[src/rtl/irqt_pkg.sv]
package irqt_pkg;
  typedef struct packed {
    logic pend;
    logic act;
  } line_st_t;
endpackage

[src/rtl/irqt_sync.sv]
module irqt_sync #(
  parameter int N_LINES = 8
) (
  input  logic               clk,
  input  logic               rst,
  input  logic [N_LINES-1:0] raw_i,
  output logic [N_LINES-1:0] lvl_o,
  output logic [N_LINES-1:0] rise_o
);
  logic [N_LINES-1:0] s1_q, s2_q, s3_q;

  always_ff @(posedge clk) begin
    if (rst) begin
      s1_q <= '0;
      s2_q <= '0;
      s3_q <= '0;
    end else begin
      s1_q <= raw_i;
      s2_q <= s1_q;
      s3_q <= s2_q;
    end
  end

  assign lvl_o  = s2_q;
  assign rise_o = s2_q & ~s3_q;
endmodule

[src/rtl/irqt_decode.sv]
module irqt_decode #(
  parameter int N_LINES = 8,
  parameter int NUM_W   = 4
) (
  input  logic               valid_i,
  input  logic [NUM_W-1:0]   num_i,
  output logic [N_LINES-1:0] hit_o
);
  always_comb begin
    hit_o = '0;
    for (int k = 0; k < N_LINES; k++) begin
      if (valid_i && (int'(num_i) == k)) hit_o[k] = 1'b1;
    end
  end
endmodule

[src/rtl/irqt_cell.sv]
module irqt_cell
  import irqt_pkg::*;
(
  input  logic clk,
  input  logic rst,
  input  logic lvl_i,
  input  logic rise_i,
  input  logic set_i,
  input  logic clr_i,
  input  logic ent_i,
  input  logic ret_i,
  output logic pend_o,
  output logic act_o
);
  line_st_t st_q, st_n;
  logic go, hw_set, base;

  always_comb begin
    go      = ent_i & st_q.pend;
    hw_set  = rise_i | (lvl_i & (~st_q.act | ret_i | go));
    base    = go ? 1'b0 : st_q.pend;
    st_n.pend = hw_set | set_i | (base & ~clr_i);
    if (go)         st_n.act = 1'b1;
    else if (ret_i) st_n.act = 1'b0;
    else            st_n.act = st_q.act;
  end

  always_ff @(posedge clk) begin
    if (rst) st_q <= '0;
    else     st_q <= st_n;
  end

  assign pend_o = st_q.pend;
  assign act_o  = st_q.act;
endmodule

[src/rtl/irq_state_tracker.sv]
module irq_state_tracker #(
  parameter int N_LINES = 8,
  parameter int NUM_W   = $clog2(N_LINES) + 1
) (
  input  logic               clk,
  input  logic               rst,
  input  logic [N_LINES-1:0] irq_in,
  input  logic               sw_set_we,
  input  logic [N_LINES-1:0] sw_set_mask,
  input  logic               sw_clr_we,
  input  logic [N_LINES-1:0] sw_clr_mask,
  input  logic               sw_trig_we,
  input  logic [NUM_W-1:0]   sw_trig_num,
  input  logic               entry_valid,
  input  logic [NUM_W-1:0]   entry_num,
  input  logic               return_valid,
  input  logic [NUM_W-1:0]   return_num,
  output logic [N_LINES-1:0] pending_o,
  output logic [N_LINES-1:0] active_o,
  output logic               entry_err_o
);
  logic [N_LINES-1:0] lvl, rise, trig_hit, ent_hit, ret_hit, set_v, clr_v;
  logic               err_q;

  irqt_sync #(.N_LINES(N_LINES)) u_sync (
    .clk(clk), .rst(rst), .raw_i(irq_in), .lvl_o(lvl), .rise_o(rise)
  );

  irqt_decode #(.N_LINES(N_LINES), .NUM_W(NUM_W)) u_dec_trig (
    .valid_i(sw_trig_we), .num_i(sw_trig_num), .hit_o(trig_hit)
  );
  irqt_decode #(.N_LINES(N_LINES), .NUM_W(NUM_W)) u_dec_ent (
    .valid_i(entry_valid), .num_i(entry_num), .hit_o(ent_hit)
  );
  irqt_decode #(.N_LINES(N_LINES), .NUM_W(NUM_W)) u_dec_ret (
    .valid_i(return_valid), .num_i(return_num), .hit_o(ret_hit)
  );

  assign set_v = trig_hit | (sw_set_we ? sw_set_mask : '0);
  assign clr_v = sw_clr_we ? sw_clr_mask : '0;

  for (genvar g = 0; g < N_LINES; g++) begin : g_line
    irqt_cell u_cell (
      .clk(clk), .rst(rst),
      .lvl_i(lvl[g]), .rise_i(rise[g]),
      .set_i(set_v[g]), .clr_i(clr_v[g]),
      .ent_i(ent_hit[g]), .ret_i(ret_hit[g]),
      .pend_o(pending_o[g]), .act_o(active_o[g])
    );
  end

  always_ff @(posedge clk) begin
    if (rst) err_q <= 1'b0;
    else     err_q <= |(ent_hit & ~pending_o);
  end

  assign entry_err_o = err_q;
endmodule

[config.mk]
export PLATFORM = sky130hd
export DESIGN_NAME = irq_state_tracker
export DESIGN_NICKNAME = d
export VERILOG_FILES = /design/src/rtl/irqt_pkg.sv /design/src/rtl/irqt_sync.sv /design/src/rtl/irqt_decode.sv /design/src/rtl/irqt_cell.sv /design/src/rtl/irq_state_tracker.sv
export SDC_FILE = /design/constraint.sdc
export NUM_CORES = 1
export LEC_CHECK = 0
export CORE_AREA = 8 8 77 79
export DETAILED_ROUTE_END_ITERATION = 10
export DIE_AREA = 0 0 85 87
export PLACE_DENSITY = 0.73
export SYNTH_ARGS = -nofsm -noshare
export SYNTH_HDL_FRONTEND = slang
export SYNTH_HIERARCHICAL = 1
export SYNTH_SLANG_ARGS = --single-unit
export TNS_END_PERCENT = 100
[constraint.sdc]
create_clock -name clk -period 1.25 [get_ports clk]
set_input_delay 0.25 -clock clk [delete_from_list [all_inputs] [get_ports clk]]
set_output_delay 0.25 -clock clk [all_outputs]
set_load 0.02 [all_outputs]
# ---- Yosys cells after proc, flatten, opt, wreduce, memory -nomap -nowiden
# Cells that the tools add are included.
dict set report word_totals {
  register_bits 41
  input_bits 43
  out_inout_bits 17
  elab_cells 212
}
dict set report op_classes {
  eq_ne 21
  n_mux 50
  n_bitwise 85
  reduce_logical 36
}
# op n
set op_table {}
lappend op_table {{$eq 4x4->1 const B} 12}
lappend op_table {{$mux 1} 48}
lappend op_table {{$or 1x1->1} 40}
lappend op_table {{$and 1x1->1} 24}
lappend op_table {{$eq 4x3->1 const B} 6}
lappend op_table {{$logic_and 1x1->1} 24}
lappend op_table {{$and 8x8->8} 2}
lappend op_table {{$mux 8} 2}
lappend op_table {{$not 1->1} 16}
lappend op_table {{$not 8->8} 2}
lappend op_table {{$reduce_bool 2->1} 8}
lappend op_table {{$eq 4x2->1 const B} 3}
lappend op_table {{$logic_not 4->1} 3}
lappend op_table {{$or 8x8->8} 1}
lappend op_table {{$reduce_or 8->1} 1}

# ---- Logic depth before layout (Yosys ltp)
dict set report logic_depth {
  depth_word 9
  ltp_mapped 5
  ltp_nobuf 5
}

# ---- Cells and area by module
# Netlist, hierarchy kept.
# mod instances cells_per_inst area_each_um2 seq_area_each_um2
set by_module_without_submodules {}
lappend by_module_without_submodules {irqt_cell 8 10 95.1 40.0}
lappend by_module_without_submodules {irqt_sync 1 58 743.2 480.5}
lappend by_module_without_submodules {irqt_decode 3 13 72.6 0.0}
lappend by_module_without_submodules {irq_state_tracker 1 30 215.2 20.0}

# ---- Worst setup path before layout
# Ideal clock, no wire load.
dict set report synth_path {
  kind {input -> register}
  from {in entry_num[3]}
  to {reg g_line[3].u_cell.st_q (netlist bit g_line[3].u_cell/pend_o)}
  arrival_ps 1194
  required_time_ps 1129
  path_slack_ps -65
  cell_stages 5
  path_cell_list {or3b_4 -> nor2_1 -> nor2_1 -> a211oi_2 -> a21oi_2}
}
dict set report synth_between {
  elab_chain_cells 9
}
# item line
set synth_rtl {}
lappend synth_rtl {{start, declared} irq_state_tracker.sv:15} ;# input logic [NUM_W-1:0] entry_num,
lappend synth_rtl {{$eq 4x3->1 (*)} irqt_decode.sv:12} ;# if (valid_i && (int'(num_i) == k)) hit_o[k] = 1'b1;
lappend synth_rtl {{$logic_and 1x1->1 (*)} irqt_decode.sv:12}
lappend synth_rtl {{$mux 1 (*)} irqt_decode.sv:12}
lappend synth_rtl {{named net ent_hit[3]} irq_state_tracker.sv:22} ;# logic [N_LINES-1:0] lvl, rise, trig_hit, ent_hit, ret_hit, set_v, clr_v;
lappend synth_rtl {{$and 1x1->1 (*)} irqt_cell.sv:19} ;# go = ent_i & st_q.pend;
lappend synth_rtl {{$or 1x1->1} irqt_cell.sv:20} ;# hw_set = rise_i | (lvl_i & (~st_q.act | ret_i | go));
lappend synth_rtl {{$and 1x1->1} irqt_cell.sv:20}
lappend synth_rtl {{$or 1x1->1} irqt_cell.sv:20}
lappend synth_rtl {{$or 1x1->1} irqt_cell.sv:22} ;# st_n.pend = hw_set | set_i | (base & ~clr_i);
lappend synth_rtl {{$or 1x1->1 (*)} irqt_cell.sv:22}
lappend synth_rtl {{end signal, assigned} irqt_cell.sv:30} ;# else st_q <= st_n;
lappend synth_rtl {{end, declared} irqt_cell.sv:15} ;# line_st_t st_q, st_n;
# Mark *: on every way through the listed nets, which the timed path passes. The rest lies on a longest branch.
# A chain may end at the register's enable or synchronous reset.

# ---- Worst setup path in the final report
dict set report layout_path {
  from {in entry_num[0]}
  to {reg g_line[2].u_cell.st_q (netlist bit g_line[2].u_cell/pend_o)}
}
dict set report layout_between {
  elab_chain_cells 9
}
# item line
set layout_rtl {}
lappend layout_rtl {{$eq 4x3->1 (*)} irqt_decode.sv:12}
lappend layout_rtl {{$logic_and 1x1->1 (*)} irqt_decode.sv:12}
lappend layout_rtl {{$mux 1 (*)} irqt_decode.sv:12}
lappend layout_rtl {{named net ent_hit[2]} irq_state_tracker.sv:22}
lappend layout_rtl {{$and 1x1->1 (*)} irqt_cell.sv:19}
lappend layout_rtl {{$or 1x1->1} irqt_cell.sv:20}
lappend layout_rtl {{$and 1x1->1} irqt_cell.sv:20}
lappend layout_rtl {{$or 1x1->1} irqt_cell.sv:20}
lappend layout_rtl {{$or 1x1->1} irqt_cell.sv:22}
lappend layout_rtl {{$or 1x1->1 (*)} irqt_cell.sv:22}
lappend layout_rtl {{end signal, assigned} irqt_cell.sv:30}
lappend layout_rtl {{end, declared} irqt_cell.sv:15}
# Marks and branches as above.

==> results.py <==
metrics = {
    "synth": {
        "synthFlopType": "dfxtp_1",
        "syn_inst": 207,
        "synth_top_family_by_area": "simple AND/OR/NAND/NOR gates",
        "netlist_area_um2": 1937,
        "ys_types": 24,
        "synth_xor_area_frac": 0,
        "async_flop_share": 0,
        "synth_fp_nets": 250,
        "synth_compound_area_frac": 0.1944,
        "synthAdderAreaFrac": 0,
        "ys_seq_area_frac": 0.4238,
        "synth.ff_latch_count": 41,
        "synthSimpleGateAreaFrac": 0.3585,
        "synth_mux_area_frac": 0,
        "ys_warn_count": 6,
        "synth_edf_count": 0,
        "avgSynthCellArea_um2": 9.357,
    },
    "global_routing": {
        "track_usage": 0.1413,
        "grt-ovfl-total": 0,
        "grt_max_degree": 24,
        "grt_pass1_vias": 1849,
        "antenna_found_initial": 0,
        "grt_pass1_wl_um": 8286,
    },
    "placement": {
        "port_buffers": 59,
        "gp_congestion": 0.8103,
        "dpl.hpwl_um": 3788,
        "placedCellCount": 344,
    },
    "critical_path": {
        "critical_path_buf_inv_count": 2,
        "path_max_fanout": 5,
        "max_stage_delay_ns": 0.28,
        "crit_family": "buffers and inverters",
        "crit_required_ns": 1.43,
        "critPathCaptureType": "flip-flop",
        "path_class": "in2reg",
        "worstPathCellList": "dlygate4sd2_1, nand2b_1, buf_4, nor2_2, nor2_1, a211oi_2, a21oi_2",
        "cp.arrival_ns": 1.40,
        "startpoint_type": "input port",
        "timing.reg2reg.setup_slack_ns": 0.11,
        "crit_path_top_delay_cell": "dlygate4sd2_1",
    },
    "outcome": {
        "outcome": "finished clean",
    },
    "timing": {
        "max_slew.worst_pin.slew_ns": 0.3357,
        "setup-tns-final_ns": 0,
        "hold_violations": 0,
        "fin_crit_sh": 0.9724,
        "hold_ws_ns": 0.3278,
        "max_clock_freq_mhz": 822.7,
        "finalClockSkew_ns": 0.007494,
        "slew_viol_final": 0,
        "finalSetupViolCount": 0,
        "max_slew_margin": 0.7755,
        "grt_setup_unrepaired": "yes",
        "min_period_ns": 1.215,
    },
    "die": {
        "die_w_um": 85,
        "rows": 26,
        "io_pins": 60,
        "start_util": 0.3996,
        "fp.dieH_um": 87,
        "dieArea_um2": 7395,
        "core_um2": 4847,
    },
    "clocking": {
        "path_clk_slew_ns": 0.07,
        "cts-root-buf": "clkbuf_8",
        "cts_buffer_depth": 2,
        "cts-htree-levels": 2,
        "post_cts_buffers": 0,
        "cts_buffers": 5,
        "cts_sinks": 41,
        "ctsHoldBuffers": 0,
        "insertion_delay_ns": 0.30,
        "cts_tree": "built",
    },
    "pwr": {
        "peakVddDrop_v": 0.0005535,
        "leakage_nw": 1.243,
        "powerDensity_nw_per_um2": 953.4,
        "power.total_mw": 2.770,
    },
    "detailed_routing": {
        "postRouteAntennaNets": 0,
        "initialDrtViolationCount": 65,
        "drc": 0,
        "drt-wirelength-per-cell_um": 13.83,
        "postRouteWirelength_um": 4867,
        "via_count": 1689,
        "via_per_inst": 4.798,
        "first_pass_iters": 5,
    },
    "final_layout": {
        "drive_gt1_frac": 0.3390,
        "final_cell_count_no_fill": 352,
        "fin_util": 0.5994,
        "multi_input_area_um2": 1142,
        "regArea_um2": 822.0,
        "nFillCells": 418,
        "synthToLayoutAreaGrowth_pct": 50.00,
        "nets": 337,
    },
    "run": {
        "max_cap_viol_count": 0,
    },
    "worst_hold_path": {
        "min_path_type": "in2reg",
    },
}
[stage by stage]
step | setup slack, ns | cell area (um^2)
floorplan | -0.05477 | 1951
global placement | -0.5744 | 2793
detailed placement | -0.6014 | 2793
CTS | -0.04537 | 2875
global route | -0.02909 | 2903
finish | 0.03453 | 2905
[state kept, by name (all words and copies together), names as in the netlist]
register	count
entry_err_o	1
u_sync/s3_q	8
u_sync/lvl_o	8
g_line.u_cell/pend_o	8
g_line.u_cell/act_o	8
u_sync/s1_q	8
[worst reg2reg max path, cell delays in order, from the launching register on]
cell and delay, ns:
dfxtp_1 0.36, buf_4 0.14, inv_1 0.05, a2111oi_2 0.34, a31oi_1 0.13
[synthesized netlist by cell type (all sizes together) (4+ instances only)]
cell type,instances,area share
a211oi,8,0.052
a21o,8,0.031
a21oi,16,0.057
and2,16,0.052
and2b,4,0.016
dfxtp,41,0.42
inv,5,0.0097
nand2,11,0.021
nand2b,14,0.045
nor2,26,0.050
nor2b,31,0.12
nor3,6,0.023
o21ai,8,0.036
[layout by cell type, fill, tap and decap left out, drive strengths merged]
| cell type | count |
|---|---|
| nand2 | 11 |
| a31oi | 1 |
| dlymetal6s2s | 7 |
| inv | 5 |
| a21oi | 16 |
| a21o | 8 |
| clkdlybuf4s50 | 26 |
| or3b | 3 |
| nand3b | 3 |
| clkbuf | 9 |
| a2111oi | 1 |
| buf | 28 |
| nor2b | 31 |
| and2b | 4 |
| o21ai | 8 |
| and2 | 16 |
| dfxtp | 41 |
| nor2 | 26 |
| nand2b | 14 |
| nor3 | 6 |
| a211oi | 8 |
| dlygate4sd2 | 11 |
| clkinv | 2 |
| clkdlybuf4s15 | 8 |
| a22oi | 2 |
| diode | 1 |
[cells by family after synthesis]
| group | Yosys count |
|---|---|
| AND/OR/NAND/NOR | 114 |
| AO/OA/AOI/OAI | 44 |
| flip-flops | 41 |
| buffers and inverters | 8 |
[routing by layer]
layer  share of wire  GRT usage  vias up
li1                -          -      863
met2            0.44     0.2322       49
met5               0          0        -
met4           0.013    0.06311        0
met3           0.068    0.05000        6
met1            0.47     0.1611      771
[report_power, final]
group	total, mW	internal, mW	leakage (nW)	switching, mW
Combinational	0.552	0.304	0.861	0.248
Clock	0.825	0.387	0.0450	0.439
Sequential	1.39	1.37	0.338	0.0277
Total	2.77	2.06	1.24	0.714
[repair_timing]
action | 4_1_cts | 5_1_grt
cloned | 0 | 0
gates resized for setup | 49 | 22
setup endpoints to repair | 31 | 19
pin swaps | 3 | 3
[area by class of cell]
type	count	area share
clock buffer	6	0.02498
multi-input combinational	158	0.3932
inverter	5	0.006460
clock inverter	2	0.003445
tap	56	0.02412
sequential	41	0.2829
timing repair buffer	83	0.2640
antenna	1	0.0008613
[worst paths after layout]
check,from,end,cells past startpoint
hold reg to reg,u_sync/s1_q[7],u_sync/lvl_o[7],1
hold / removal,rst,g_line[7].u_cell/pend_o,3
setup reg to reg,g_line[6].u_cell/pend_o,entry_err_o,4
setup / recovery,entry_num[0],g_line[2].u_cell/pend_o,7
Note: power is estimated with default switching activity, not from simulation.
